===== config.mk =====
export PLATFORM = sky130hd
export DESIGN_NAME = sh_irq_router
export DESIGN_NICKNAME = d
export VERILOG_FILES = /design/src/rtl/irqr_pkg.sv /design/src/rtl/irqr_cfg_regs.sv /design/src/rtl/irqr_sense.sv /design/src/rtl/irqr_merge.sv /design/src/rtl/sh_irq_router.sv
export SDC_FILE = /design/constraint.sdc
export NUM_CORES = 1
export LEC_CHECK = 0
export BUFFER_PORTS_ARGS = -buffer_cell sky130_fd_sc_hd__buf_2
export CAP_MARGIN = 20
export CORE_MARGIN = 1.5
export CORE_UTILIZATION = 50
export DETAILED_ROUTE_END_ITERATION = 8
export GPL_TIMING_DRIVEN = 0
export PLACE_DENSITY = 0.82
export SYNTH_ARGS = -nofsm -noshare
export SYNTH_HDL_FRONTEND = slang
export SYNTH_SLANG_ARGS = --single-unit
export TNS_END_PERCENT = 20

===== constraint.sdc =====
create_clock -name clk -period 6.5 [get_ports clk]
set_input_delay 1.3 -clock clk [delete_from_list [all_inputs] [get_ports clk]]
set_output_delay 1.3 -clock clk [all_outputs]
set_load 0.03 [all_outputs]

===== src/rtl/irqr_pkg.sv =====
package irqr_pkg;

  typedef enum logic [2:0] {
    RG_CTL   = 3'd0,
    RG_POL   = 3'd1,
    RG_TRIG  = 3'd2,
    RG_DUAL  = 3'd3,
    RG_MSET  = 3'd4,
    RG_MCLR  = 3'd5,
    RG_PEND  = 3'd6,
    RG_ROUTE = 3'd7
  } region_e;

  // level line is active when the input equals the polarity bit
  function automatic logic level_active(input logic cur, input logic pol);
    return cur ~^ pol;
  endfunction

  // edge qualifier from current and previous synchronised samples
  function automatic logic edge_fire(input logic cur, input logic prev,
                                     input logic pol, input logic dual);
    logic rise, fall;
    rise = cur & ~prev;
    fall = ~cur & prev;
    return dual ? (rise | fall) : (pol ? rise : fall);
  endfunction

endpackage


===== src/rtl/irqr_cfg_regs.sv =====
module irqr_cfg_regs
  import irqr_pkg::*;
#(
  parameter int NUM_SRC  = 16,
  parameter int NUM_CORE = 2,
  parameter int SRC_W    = 4,
  parameter int CORE_W   = 1
) (
  input  logic                           clk,
  input  logic                           rst,
  input  logic                           wr,
  input  region_e                        region,
  input  logic [SRC_W-1:0]               idx,
  input  logic [31:0]                    wdata,
  output logic [NUM_SRC-1:0]             pol_q,
  output logic [NUM_SRC-1:0]             trig_q,
  output logic [NUM_SRC-1:0]             dual_q,
  output logic [NUM_SRC-1:0]             mask_q,
  output logic [NUM_SRC-1:0][CORE_W-1:0] route_q,
  output logic [NUM_SRC-1:0]             sw_set,
  output logic [NUM_SRC-1:0]             sw_clr
);

  logic sw_hit;
  logic route_ok;

  assign sw_hit   = wr && (region == RG_CTL) && (idx == SRC_W'(1));
  assign route_ok = int'(wdata[CORE_W-1:0]) < NUM_CORE;

  always_comb begin
    for (int s = 0; s < NUM_SRC; s++) begin
      sw_set[s] = sw_hit &&  wdata[31] && (wdata[SRC_W-1:0] == SRC_W'(s));
      sw_clr[s] = sw_hit && !wdata[31] && (wdata[SRC_W-1:0] == SRC_W'(s));
    end
  end

  always_ff @(posedge clk) begin
    if (rst) begin
      pol_q   <= '1;
      trig_q  <= '0;
      dual_q  <= '0;
      mask_q  <= '0;
      route_q <= '0;
    end else if (wr) begin
      for (int s = 0; s < NUM_SRC; s++) begin
        if (idx == SRC_W'(s / 32)) begin
          case (region)
            RG_POL:  pol_q[s]  <= wdata[s % 32];
            RG_TRIG: trig_q[s] <= wdata[s % 32];
            RG_DUAL: dual_q[s] <= wdata[s % 32];
            RG_MSET: if (wdata[s % 32]) mask_q[s] <= 1'b1;
            RG_MCLR: if (wdata[s % 32]) mask_q[s] <= 1'b0;
            default: ;
          endcase
        end
        if (region == RG_ROUTE && idx == SRC_W'(s) && route_ok)
          route_q[s] <= wdata[CORE_W-1:0];
      end
    end
  end

endmodule


===== src/rtl/irqr_sense.sv =====
module irqr_sense
  import irqr_pkg::*;
#(
  parameter int NUM_SRC     = 16,
  parameter int SYNC_STAGES = 2
) (
  input  logic               clk,
  input  logic               rst,
  input  logic [NUM_SRC-1:0] src_in,
  input  logic [NUM_SRC-1:0] pol_q,
  input  logic [NUM_SRC-1:0] trig_q,
  input  logic [NUM_SRC-1:0] dual_q,
  input  logic [NUM_SRC-1:0] sw_set,
  input  logic [NUM_SRC-1:0] sw_clr,
  output logic [NUM_SRC-1:0] edge_evt,
  output logic [NUM_SRC-1:0] pend_latch,
  output logic [NUM_SRC-1:0] pending
);

  logic [SYNC_STAGES-1:0][NUM_SRC-1:0] sync_q;
  logic [NUM_SRC-1:0] prev_q;
  logic [NUM_SRC-1:0] cur;
  logic [NUM_SRC-1:0] lvl_act;

  assign cur = sync_q[SYNC_STAGES-1];

  always_ff @(posedge clk) begin
    if (rst) begin
      sync_q     <= '0;
      prev_q     <= '0;
      pend_latch <= '0;
    end else begin
      sync_q[0] <= src_in;
      for (int k = 1; k < SYNC_STAGES; k++) sync_q[k] <= sync_q[k-1];
      prev_q     <= cur;
      pend_latch <= (pend_latch & ~sw_clr) | sw_set | edge_evt;
    end
  end

  for (genvar s = 0; s < NUM_SRC; s++) begin : g_src
    assign edge_evt[s] = trig_q[s] & edge_fire(cur[s], prev_q[s], pol_q[s], dual_q[s]);
    assign lvl_act[s]  = ~trig_q[s] & level_active(cur[s], pol_q[s]);
  end

  assign pending = lvl_act | pend_latch;

endmodule


===== src/rtl/irqr_merge.sv =====
module irqr_merge #(
  parameter int NUM_SRC  = 16,
  parameter int NUM_CORE = 2,
  parameter int CORE_W   = 1
) (
  input  logic [NUM_SRC-1:0]             pending,
  input  logic [NUM_SRC-1:0]             mask_q,
  input  logic [NUM_SRC-1:0][CORE_W-1:0] route_q,
  output logic [NUM_CORE-1:0]            irq_out
);

  for (genvar c = 0; c < NUM_CORE; c++) begin : g_core
    logic [NUM_SRC-1:0] sel;
    always_comb begin
      for (int s = 0; s < NUM_SRC; s++) sel[s] = (route_q[s] == CORE_W'(c));
    end
    assign irq_out[c] = |(pending & mask_q & sel);
  end

endmodule


===== src/rtl/sh_irq_router.sv =====
module sh_irq_router
  import irqr_pkg::*;
#(
  parameter int NUM_SRC     = 16,
  parameter int NUM_CORE    = 2,
  parameter int SYNC_STAGES = 2
) (
  input  logic                         clk,
  input  logic                         rst,
  input  logic [NUM_SRC-1:0]           src_in,
  input  logic                         bus_wr,
  input  logic [3+$clog2(NUM_SRC)-1:0] bus_addr,
  input  logic [31:0]                  bus_wdata,
  output logic [31:0]                  bus_rdata,
  output logic [NUM_CORE-1:0]          irq_out
);

  localparam int SRC_W  = $clog2(NUM_SRC);
  localparam int ADDR_W = 3 + SRC_W;
  localparam int CORE_W = (NUM_CORE > 1) ? $clog2(NUM_CORE) : 1;
  localparam int NWORD  = (NUM_SRC + 31) / 32;
  localparam int PADW   = NWORD * 32;
  localparam logic [31:0] CFG_WORD = (32'(NUM_SRC / 8 - 1) << 16) | 32'(NUM_CORE - 1);

  region_e              region;
  logic [SRC_W-1:0]     idx;
  logic [NUM_SRC-1:0]   pol_q, trig_q, dual_q, mask_q;
  logic [NUM_SRC-1:0][CORE_W-1:0] route_q;
  logic [NUM_SRC-1:0]   sw_set, sw_clr, edge_evt, pend_latch, pending;
  logic [PADW-1:0]      pol_pad, trig_pad, dual_pad, mask_pad, pend_pad;

  assign region = region_e'(bus_addr[ADDR_W-1 -: 3]);
  assign idx    = bus_addr[SRC_W-1:0];

  irqr_cfg_regs #(.NUM_SRC(NUM_SRC), .NUM_CORE(NUM_CORE), .SRC_W(SRC_W), .CORE_W(CORE_W)) u_cfg (
    .clk(clk), .rst(rst), .wr(bus_wr), .region(region), .idx(idx), .wdata(bus_wdata),
    .pol_q(pol_q), .trig_q(trig_q), .dual_q(dual_q), .mask_q(mask_q), .route_q(route_q),
    .sw_set(sw_set), .sw_clr(sw_clr)
  );

  irqr_sense #(.NUM_SRC(NUM_SRC), .SYNC_STAGES(SYNC_STAGES)) u_sense (
    .clk(clk), .rst(rst), .src_in(src_in), .pol_q(pol_q), .trig_q(trig_q), .dual_q(dual_q),
    .sw_set(sw_set), .sw_clr(sw_clr), .edge_evt(edge_evt), .pend_latch(pend_latch),
    .pending(pending)
  );

  irqr_merge #(.NUM_SRC(NUM_SRC), .NUM_CORE(NUM_CORE), .CORE_W(CORE_W)) u_merge (
    .pending(pending), .mask_q(mask_q), .route_q(route_q), .irq_out(irq_out)
  );

  assign pol_pad  = PADW'(pol_q);
  assign trig_pad = PADW'(trig_q);
  assign dual_pad = PADW'(dual_q);
  assign mask_pad = PADW'(mask_q);
  assign pend_pad = PADW'(pending);

  function automatic logic [31:0] pick_word(input logic [PADW-1:0] v, input logic [SRC_W-1:0] i);
    logic [31:0] r;
    r = '0;
    for (int w = 0; w < NWORD; w++) if (i == SRC_W'(w)) r = v[w*32 +: 32];
    return r;
  endfunction

  always_comb begin
    bus_rdata = '0;
    case (region)
      RG_CTL:           if (idx == '0) bus_rdata = CFG_WORD;
      RG_POL:           bus_rdata = pick_word(pol_pad, idx);
      RG_TRIG:          bus_rdata = pick_word(trig_pad, idx);
      RG_DUAL:          bus_rdata = pick_word(dual_pad, idx);
      RG_MSET, RG_MCLR: bus_rdata = pick_word(mask_pad, idx);
      RG_PEND:          bus_rdata = pick_word(pend_pad, idx);
      RG_ROUTE: begin
        for (int s = 0; s < NUM_SRC; s++)
          if (idx == SRC_W'(s)) bus_rdata = 32'(route_q[s]);
      end
      default: ;
    endcase
  end

endmodule


==> results.ini, run 1 <==
[clock_network]
cts_root_buf = clkbuf_16
insertion_delay_ns = 0.43
clock_tree_from_tritoncts = done
postCtsSetupRepairBufs = 0
cts_inserted_buffers = 17
clock_tree.htree_level_count = 4
post_cts_hold_buffer_count = 0
path_clk_slew_ns = 0.05
cts.repair.resized = 0
cts_sinks = 144
clockBufferDepth = 2

[detailed_routing]
drc_errors = 0
detailedRoute.firstIterationViolations = 810
drt_pass1_iterations = 6
wl_um = 22200
route.antenna.remaining_nets = 0
vias = 6860
routedWlPerCell_um = 19.4
viasPerCell = 6.01

[timing]
tightest_slew_ns = 0.805
timing.max_slew.rel_slack_pct = 46.4
grt_setup_unrepaired = no
hold_viol_final = 0
period_needed_ns = 5.07
finalSetupViolations = 0
period_share_pct = 78.1
f_max_mhz = 197
timing.clock.skew_ns = 0.00661
slew_limit_fails = 0
timing.setup.tns_ns = 0

[floorplan]
std_cell_rows = 44
core_mm2 = 0.0145
initial_utilization_pct = 51.2
floorplan.die.width_um = 125
fp.dieArea_mm2 = 0.0156
dieHeight_um = 125
io_pins = 92

[synthesis]
yosys_warning_count = 0
ys_top_cells_by_area = dfxtp_1 39%, mux2i_1 6.3%, nor2_1 5.5%
synth-xor-area-share_pct = 1.89
mean_instance_size_in_the_synthesized_netlist_um2 = 8.65
postSynthRegisterBits = 144
synth_compound_area_share_pct = 16.5
synth_top_family_by_area = simple AND/OR/NAND/NOR gates
netlist.top_cell.by_area = dfxtp_1
synth_mux_area_share_pct = 9.53
ys_async_sr_fraction_pct = 0
synth_fa_ha_area_share_pct = 5.40
syn_area_mm2 = 0.00741
synth_enable_flop_cells = 0
postSynth.topFlopCell = dfxtp_1
synthDistinctLibCells = 49
syn-instance-count = 857
synth_seq_area_share_pct = 38.9
synth-simple-area-share_pct = 21.2
post-synth-top-area-fraction_pct = 38.9

[placement]
place.port_buffers = 55
place_congestion = 0.996
dpl.hpwl_um = 15900
place_area_mm2 = 0.00797

[finish]
n_antenna_cell = 0
syn_to_final_growth_pct = 15.3
finish.net_count = 1035
layout-drive-gt1-share_pct = 13.6
layout.cell_area.non_filler_mm2 = 0.00855

[grt]
grt_util_all_layers_pct = 29.0
antenna_found_initial = 0
grt_first_pass_wirelength_um = 35000
gr-total-overflow = 0
first_global_vias = 6462
grt_max_degree = 17

[setup_path]
timing.critical_path.arrival_ns = 3.77
cp_max_fo = 10
setup.worst_path.end_class = output pin
worst_setup_path_endpoint = bus_rdata[3]
reg2reg_to = u_sense.pend_latch[0]$_SDFF_PP0_
crit_path_start_kind = input port
worst_setup_path_startpoint = bus_addr[4]
critical_path.reg2reg.startpoint = u_sense.cur[0]$_SDFF_PP0_
ff2ff_path_depth = 7
worst_ep_required_time_ns = 5.20
worstSetupPathType = in2out
setup.reg_to_reg.worst_slack_ns = 4.90

[run]
max_cap_viol_count = 0

[power_and_ir_drop]
irDropWorstVdd_mv = 0.182
fin_total_pwr_mw = 2.04
p_leak_nw = 3.18
power.density_cell_area_mw_per_mm2 = 239

[outcome]
outcome = completed

[worst_hold_path]
worst_hold_path_type = reg2reg
hold_path_stages = 1

power breakdown:
part           total (mW)  switching (mW)  internal, mW
Sequential          0.905         0.00843         0.896
Clock               0.966           0.364         0.602
Combinational       0.172           0.116        0.0557
Total                2.04           0.488          1.55
critical path: stages:
cell and delay (ns):
buf_2 0.13, buf_1 0.51, buf_1 0.63, mux2_2 0.41, a22oi_1 0.15, nor2_1 0.07
a221oi_1 0.26, nor2_1 0.10, buf_2 0.21
how the worst min path moves through the flow:
| stage | from | to | slack (ns) |
|---|---|---|---|
| CTS | u_sense.sync_q[9]$_SDFF_PP0_ | u_sense.cur[9]$_SDFF_PP0_ | 0.44 |
| floorplan | u_sense.sync_q[0]$_SDFF_PP0_ | u_sense.cur[0]$_SDFF_PP0_ | 0.41 |
| detailed placement | u_sense.sync_q[9]$_SDFF_PP0_ | u_sense.cur[9]$_SDFF_PP0_ | 0.42 |
| finish | u_sense.sync_q[5]$_SDFF_PP0_ | u_sense.cur[5]$_SDFF_PP0_ | 0.43 |
| global placement | u_sense.sync_q[13]$_SDFF_PP0_ | u_sense.cur[13]$_SDFF_PP0_ | 0.42 |
| global route | u_sense.sync_q[12]$_SDFF_PP0_ | u_sense.cur[12]$_SDFF_PP0_ | 0.45 |
metal layers:
metal,vias up,global-route usage (%),wire (um)
li1,3184,-,-
met1,3229,37.0,9010
met2,372,45.7,9940
met3,75,7.17,2240
met4,0,14.2,987
met5,-,0,0
Yosys cell counts, types with 19 or more instances:
master,n
dfxtp_1,144
nor2_1,109
nand2_1,55
nor2b_1,50
a21oi_1,47
mux2i_1,47
clkbuf_1,42
inv_1,34
ha_1,32
nand3b_1,27
nand3_1,24
o21ai_0,24
mux2_2,19
cell usage in the layout (no fill, tap or decap), drive strengths merged, types with 3 or more instances in the layout:
cell type,instances
o21ai,24
o2111ai,4
conb,15
a311oi,16
ha,32
dfxtp,144
or4,4
clkbuf,68
nand4,10
o211ai,4
a21oi,47
mux2,19
mux2i,47
nand2,55
buf,85
inv,34
xor2,16
nor2b,50
nor4,3
o21bai,16
nor3,8
nand3,24
a31oi,5
nand2b,7
nor2,110
a221oi,15
or3,4
a22oi,16
a211oi,13
nand3b,27
a32oi,13
metrics by stage:
step,cells,setup slack [ns],hold slack [ns],util (%)
final,1141,1.43,0.432,59.0
after global placement,1110,1.55,0.416,55.1
after detailed placement,1110,1.53,0.422,55.1
after floorplan,871,2.28,0.414,-
after global routing,1141,1.35,0.451,59.0
after CTS,1141,1.53,0.435,59.0
cells by family after synthesis:
logic type,count (synthesis)
other,1
muxes,67
DFF,144
adders and majority gates,32
xor gates and xnor gates,16
AOI/OAI and AO/OA,179
and+or+nand+nor,312
buffers and inverters,106
final cells by class:
class                           instances  area [um2]
Clock buffer                           26         499
Fill cell                            1316        5930
Clock inverter                          5        77.6
Timing Repair Buffer                   55         275
Inverter                               34         128
Buffer                                 72         358
Sequential cell                       144        2880
Tap cell                              184         230
Multi-Input combinational cell        621        4100
sequential cells by signal, indices dropped and copies added (netlist names):
name / cells
u_sense.prev_q: 16
u_cfg.trig_q: 16
u_cfg.route_q: 16
u_sense.sync_q: 16
u_sense.pend_latch: 16
u_cfg.pol_q: 16
u_cfg.mask_q: 16
u_sense.cur: 16
u_cfg.dual_q: 16
(Power assumes the default switching activity.)
==> run 2, diff against run 1 <==
--- a/config.mk
+++ b/config.mk
@@ -5,13 +5,14 @@
 export SDC_FILE = /design/constraint.sdc
 export NUM_CORES = 1
 export LEC_CHECK = 0
+export ABC_AREA = 1
 export BUFFER_PORTS_ARGS = -buffer_cell sky130_fd_sc_hd__buf_2
 export CAP_MARGIN = 20
 export CORE_MARGIN = 1.5
 export CORE_UTILIZATION = 50
 export DETAILED_ROUTE_END_ITERATION = 8
 export GPL_TIMING_DRIVEN = 0
-export PLACE_DENSITY = 0.82
+export PLACE_DENSITY = 0.85
 export SYNTH_ARGS = -nofsm -noshare
 export SYNTH_HDL_FRONTEND = slang
 export SYNTH_SLANG_ARGS = --single-unit
==> constraint.sdc (replaced) <==
create_clock -name clk -period 4.12 [get_ports clk]
set_input_delay 0.824 -clock clk [delete_from_list [all_inputs] [get_ports clk]]
set_output_delay 0.824 -clock clk [all_outputs]
set_load 0.03 [all_outputs]
==> run 2 against run 1 <==
Critical path depth decreased by 2. Critical path type unchanged. Highest routed layer unchanged. Global-route usage increased by 1.1 points. Sequential cell count stayed put. Critical endpoint is now bus_rdata[6]. Hold slack got worse by 0.040 ns. Power grew 66%. Utilization grew 1.6 points. Cell area shrank 0.47%. Sequential share of layout area increased by 0.16 points. Synthesized cell count grew 18%. Non-clock buffer count decreased by 8. Clock skew increased by 0.00082 ns. Combinational power is 55% higher.
==> results.ini, run 2 <==
[outcome]
outcome = completed

[detailed_routing]
routedWlPerCell_um = 17.2
route.antenna.remaining_nets = 0
drc_errors = 0
drt_pass1_iterations = 6
wl_um = 22200
detailedRoute.firstIterationViolations = 903
viasPerCell = 5.81
vias = 7524

[grt]
antenna_found_initial = 0
grt_first_pass_wirelength_um = 34700
grt_max_degree = 17
globalRoute.busiestLayer = met2
use_met1_pct = 38.6
met2_track_utilization_from_global_routing_pct = 46.5
gr-total-overflow = 0
grt_util_all_layers_pct = 30.1
first_global_vias = 7019
global_routing_usage_on_met3_pct = 7.92

[synthesis]
synth.most_common_cell = nand2_1
postSynth.topFlopCell = dfxtp_1
ys_top_cells_by_area = dfxtp_1 39%, nand2_1 8.2%, inv_1 7.4%
commonest_cells_in_the_synthesized_netlist = 160 x nand2_1, 144 x dfxtp_1, 144 x inv_1
yosys_warning_count = 0
mean_instance_size_in_the_synthesized_netlist_um2 = 7.22
postSynthRegisterBits = 144
syn_area_mm2 = 0.00730
post-synth-top-area-fraction_pct = 39.5
netlist.top_cell.by_area = dfxtp_1
ys_async_sr_fraction_pct = 0
synth_seq_area_share_pct = 39.5
synthDistinctLibCells = 38
synth_enable_flop_cells = 0
syn-instance-count = 1011

[power_and_ir_drop]
p_sw_share_pct = 24.3
pwr-share-clk_pct = 50.0
seq_power_share_pct = 42.1
net-switching-power_mw = 0.823
irDropWorstVdd_mv = 0.479
p_leak_nw = 3.60
p_int_mw = 2.56
fin_total_pwr_mw = 3.39
share_of_total_power_in_combinational_logic_pct = 7.9
power.density_cell_area_mw_per_mm2 = 398

[setup_path]
setup.reg_to_reg.worst_slack_ns = 2.91
worst_ep_required_time_ns = 3.30
setup.worst_path.end_class = output pin
worstSetupPathType = in2out
crit_path_start_kind = input port
cp_max_fo = 10
timing.critical_path.arrival_ns = 2.95

[run]
max_cap_viol_count = 0

[placement]
place_congestion = 1.00
place.port_buffers = 58
dpl_worst_slack_ns = 0.532
dpl.hpwl_um = 15800

[timing]
period_needed_ns = 3.77
f_max_mhz = 265
period_share_pct = 91.5
timing.setup.tns_ns = 0
timing.clock.skew_ns = 0.00743
tightest_slew_ns = 0.811
hold-worst-slack_ns = 0.392
timing.max_slew.rel_slack_pct = 45.9
slew_limit_fails = 0
grt_setup_unrepaired = no
setup_ws_ns = 0.350
hold_viol_final = 0
finalSetupViolations = 0

[floorplan]
initial_utilization_pct = 52.0
dieHeight_um = 124
io_pins = 92
std_cell_rows = 43
floorplan.die.width_um = 124
fp.dieArea_mm2 = 0.0153
core_mm2 = 0.0140

[clock_network]
postCtsSetupRepairBufs = 0
path_clk_slew_ns = 0.06
cts_root_buf = clkbuf_16
clockBufferDepth = 2
cts_sinks = 144
cts.repair.resized = 0
post_cts_hold_buffer_count = 0
clock_tree_from_tritoncts = done
insertion_delay_ns = 0.43
cts_inserted_buffers = 17
clock_tree.htree_level_count = 4

[finish]
final.fill_count = 1260
syn_to_final_growth_pct = 16.5
ff_latch_area_mm2 = 0.00288
area_taken_by_multi_input_logic_gates_mm2 = 0.00357
final_common_cell = nand2_1
layout-drive-gt1-share_pct = 12.4
n_antenna_cell = 0
finish.net_count = 1192
mostFrequentLayoutCells = 160 x nand2_1, 144 x inv_1, 144 x dfxtp_1

[worst_hold_path]
worst_hold_path_type = reg2reg

[run 2: changes by cell type in the layout (fill, tap and decap cells not counted), sizes merged, moves of 18 or more]
cell	previous run	this run
nor2	110	128
mux2	19	0
nand3b	27	0
nor2b	50	0
o21ai	24	59
a31oi	5	47
inv	34	154
nand3	24	55
mux2i	47	0
nand2	55	160
a21oi	47	72
clkbuf	68	45
[run 2: cell type report]
cell class / count / share of cell area (%)
buffer: 61 / 3.85
clock buffer: 18 / 5.04
clock inverter: 13 / 2.46
inverter: 152 / 6.70
multi-input combinational: 668 / 42.0
sequential: 144 / 33.9
tap: 180 / 2.65
timing repair buffer: 58 / 3.41
[run 2: path summary, 6_finish.rpt]
kind	startpoint	endpoint	depth (start not counted)
hold / removal	u_sense.sync_q[3]$_SDFF_PP0_	u_sense.cur[3]$_SDFF_PP0_	2
setup reg to reg	u_sense.cur[11]$_SDFF_PP0_	u_sense.pend_latch[11]$_SDFF_PP0_	5
setup / recovery	bus_addr[4]	bus_rdata[6]	7
hold reg to reg	u_sense.sync_q[3]$_SDFF_PP0_	u_sense.cur[3]$_SDFF_PP0_	2
[run 2: power groups by stage]
| stage | Sequential (mW) | Clock, mW | Combinational [mW] |
|---|---|---|---|
| CTS | 1.43 | 1.70 | 0.260 |
| global route | 1.43 | 1.75 | 0.292 |
| floorplan | 1.45 | 0 | 0.168 |
| detailed placement | 1.46 | 0 | 0.258 |
| finish | 1.43 | 1.70 | 0.267 |
| global placement | 1.46 | 0 | 0.252 |
[run 2: layer usage]
| metal | vias to the layer above | share of wire, % | routed length [um] |
|---|---|---|---|
| li1 | 3531 | - | - |
| met1 | 3452 | 41 | 9170 |
| met2 | 473 | 44 | 9820 |
| met3 | 68 | 11 | 2450 |
| met4 | 0 | 3.6 | 808 |
| met5 | - | 0 | 0 |
[run 2: worst max-delay path, cell delays in order]
cell and delay, ns:
buf_2 0.15, inv_2 0.09, nor3_2 0.54, clkbuf_1 0.59, a221oi_1 0.20, a31oi_1 0.29, buf_2 0.26
[run 2: stage by stage]
step	std cells	utilization (%)	instance area, um2
5_1_grt	1294	60.6	8510
2_1_floorplan	1025	-	7360
4_1_cts	1294	60.6	8510
3_5_place_dp	1263	56.1	7870
6_report	1294	60.6	8510
3_3_place_gp	1263	56.1	7870
[run 2: cell families (layout without fill, tap and decap cells)]
group / count (synthesis) / after routing / synth area share, %
compound gates: 255 / 255 / 21.6
flops: 144 / 144 / 39.5
buf+inv: 213 / 302 / 12.3
other cells: 1 / 15 / 0.0513
fa+ha+maj: 32 / 32 / 5.48
simple gates: 364 / 364 / 20.9
xor+xnor: 2 / 2 / 0.240
==> run 3, diff against run 2 <==
--- a/config.mk
+++ b/config.mk
@@ -12,7 +12,8 @@
 export CORE_UTILIZATION = 50
 export DETAILED_ROUTE_END_ITERATION = 8
 export GPL_TIMING_DRIVEN = 0
-export PLACE_DENSITY = 0.85
+export PLACE_DENSITY = 0.82
+export REMOVE_ABC_BUFFERS = 1
 export SYNTH_ARGS = -nofsm -noshare
 export SYNTH_HDL_FRONTEND = slang
 export SYNTH_SLANG_ARGS = --single-unit
==> constraint.sdc (replaced) <==
create_clock -name clk -period 4 [get_ports clk]
set_input_delay 0.8 -clock clk [delete_from_list [all_inputs] [get_ports clk]]
set_output_delay 0.8 -clock clk [all_outputs]
set_load 0.03 [all_outputs]
==> run 3 against run 2 <==
Hold slack improved by 0.0049 ns. Critical path type unchanged. Largest cell class unchanged. Global-route usage fell by 4.7 points. Sequential cell count did not move. Clock skew barely moved.
==> results.ini, run 3 (synthesis results as in run 2) <==
[timing]
slew_limit_fails = 0
timing.clock.skew_ns = 0.00766
hold-worst-slack_ns = 0.397
timing.max_slew.rel_slack_pct = 40.0
period_needed_ns = 3.73
period_share_pct = 93.1
grt_setup_unrepaired = no
finalSetupViolations = 0
f_max_mhz = 268
setup_ws_ns = 0.275
tightest_slew_ns = 0.897
hold_viol_final = 0

[clock_network]
path_clk_slew_ns = 0.06
clock_tree.htree_level_count = 4
insertion_delay_ns = 0.42
cts_sinks = 144
post_cts_hold_buffer_count = 0
postCtsSetupRepairBufs = 0
cts_inserted_buffers = 17
clock_tree_from_tritoncts = done
cts_root_buf = clkbuf_16
clockBufferDepth = 2

[detailed_routing]
wl_um = 18600
route.met2.wl_um = 8190
drc_errors = 0
routed.top_layer = met4
wl_met1_um = 8260
detailedRoute.firstIterationViolations = 789
wl_met3_um = 1580
viasPerCell = 5.59
vias = 6932
route.antenna.remaining_nets = 0
routedWlPerCell_um = 15.0
drt_pass1_iterations = 5

[power_and_ir_drop]
p_sw_share_pct = 23.2
p_int_mw = 2.53
net-switching-power_mw = 0.766
p_leak_nw = 3.44
share_of_total_power_in_combinational_logic_pct = 7.4
seq_power_share_pct = 44.6
pwr-share-clk_pct = 48.1
irDropWorstVdd_mv = 0.283
power.density_cell_area_mw_per_mm2 = 399

[floorplan]
dieHeight_um = 124
initial_utilization_pct = 52.0
floorplan.die.width_um = 124
std_cell_rows = 43
core_mm2 = 0.0140
io_pins = 92
fp.dieArea_mm2 = 0.0153

[grt]
gr-total-overflow = 0
grt_util_all_layers_pct = 25.4
first_global_vias = 6164
antenna_found_initial = 0
grt_first_pass_wirelength_um = 30100
grt_max_degree = 65

[setup_path]
crit_path_start_kind = input port
cp_max_fo = 32
timing.critical_path.arrival_ns = 2.93
worst_ep_required_time_ns = 3.20
worstSetupPathType = in2out
setup.worst_path.end_class = output pin

[placement]
place.port_buffers = 61
dpl.hpwl_um = 13100
place_congestion = 0.935
dpl_worst_slack_ns = -0.101
place_area_mm2 = 0.00767

[finish]
layout-drive-gt1-share_pct = 10.6
final.fill_count = 1305
layout.cell_area.non_filler_mm2 = 0.00825
finish.net_count = 1140
mostFrequentLayoutCells = 160 x nand2_1, 144 x inv_1, 144 x dfxtp_1
syn_to_final_growth_pct = 13.0
final_common_cell = nand2_1
n_antenna_cell = 0

[run]
max_cap_viol_count = 0

[worst_hold_path]
worst_hold_path_type = reg2reg

[outcome]
outcome = completed

## run 3: cell count changes in the layout (fill, tap and decap cells not counted), moves of 2 or more
cell / delta
clkbuf_8: +2
clkinvlp_4: -2
buf_1: -2
buf_2: -8
buf_8: +2
clkbuf_1: -24
inv_6: -2
buf_16: +2
bufinv_16: -2
buf_4: -20
## run 3: timing repair
item,CTS,global route
hold endpoints to repair,0,0
gates resized for setup,1,1
endpoints found under the setup margin,16,2
## run 3: path summary, 6_finish.rpt
check                                     from                           endpoint  slack (ns)  cells past startpoint
setup / recovery                   bus_addr[6]                       bus_rdata[6]        0.27                      7
hold reg to reg   u_sense.sync_q[9]$_SDFF_PP0_          u_sense.cur[9]$_SDFF_PP0_        0.40                      2
hold / removal    u_sense.sync_q[9]$_SDFF_PP0_          u_sense.cur[9]$_SDFF_PP0_        0.40                      2
setup reg to reg    u_sense.cur[13]$_SDFF_PP0_  u_sense.pend_latch[13]$_SDFF_PP0_        2.82                      5
## run 3: final cells by class
| type | count | area, um2 | area share, % |
|---|---|---|---|
| clock inverter | 7 | 110 | 1.33 |
| tap | 180 | 225 | 2.73 |
| inverter | 152 | 571 | 6.92 |
| timing repair buffer | 67 | 415 | 5.04 |
| clock buffer | 23 | 468 | 5.67 |
| multi-input combinational | 668 | 3580 | 43.4 |
| sequential | 144 | 2880 | 34.9 |
## run 3: per-stage QoR
| step | instances | utilization (%) | TNS [ns] | total power [mW] |
|---|---|---|---|---|
| 6_report | 1241 | 58.7 | 0 | 3.29 |
| 5_1_grt | 1241 | 58.7 | 0 | 3.41 |
| 4_1_cts | 1241 | 58.7 | 0 | 3.30 |
| 3_5_place_dp | 1211 | 54.6 | -1.11 | 1.74 |
| 3_3_place_gp | 1205 | 53.8 | -1.27 | 1.73 |
| 2_1_floorplan | 964 | - | 0 | 1.63 |
## run 3: power groups by stage
stage          Combinational [mW]  Sequential [mW]  Clock, mW
2_1_floorplan               0.137             1.50          0
3_3_place_gp                0.227             1.50          0
3_5_place_dp                0.237             1.50          0
4_1_cts                     0.240             1.47       1.60
5_1_grt                     0.272             1.47       1.67
6_report                    0.242             1.47       1.58
## run 3: worst max-delay path, cell delays in order
cell     delay (ns)
buf_2          0.14
inv_2          0.08
nor3_4         0.74
or2_4          0.49
nand2_1        0.11
a31oi_1        0.28
buf_2          0.26
## run 3: layer usage
metal,up-vias,GRT usage [%]
li1,3430,-
met1,3165,34.4
met5,-,0
met2,295,39.0
met3,42,5.49
met4,0,10.9
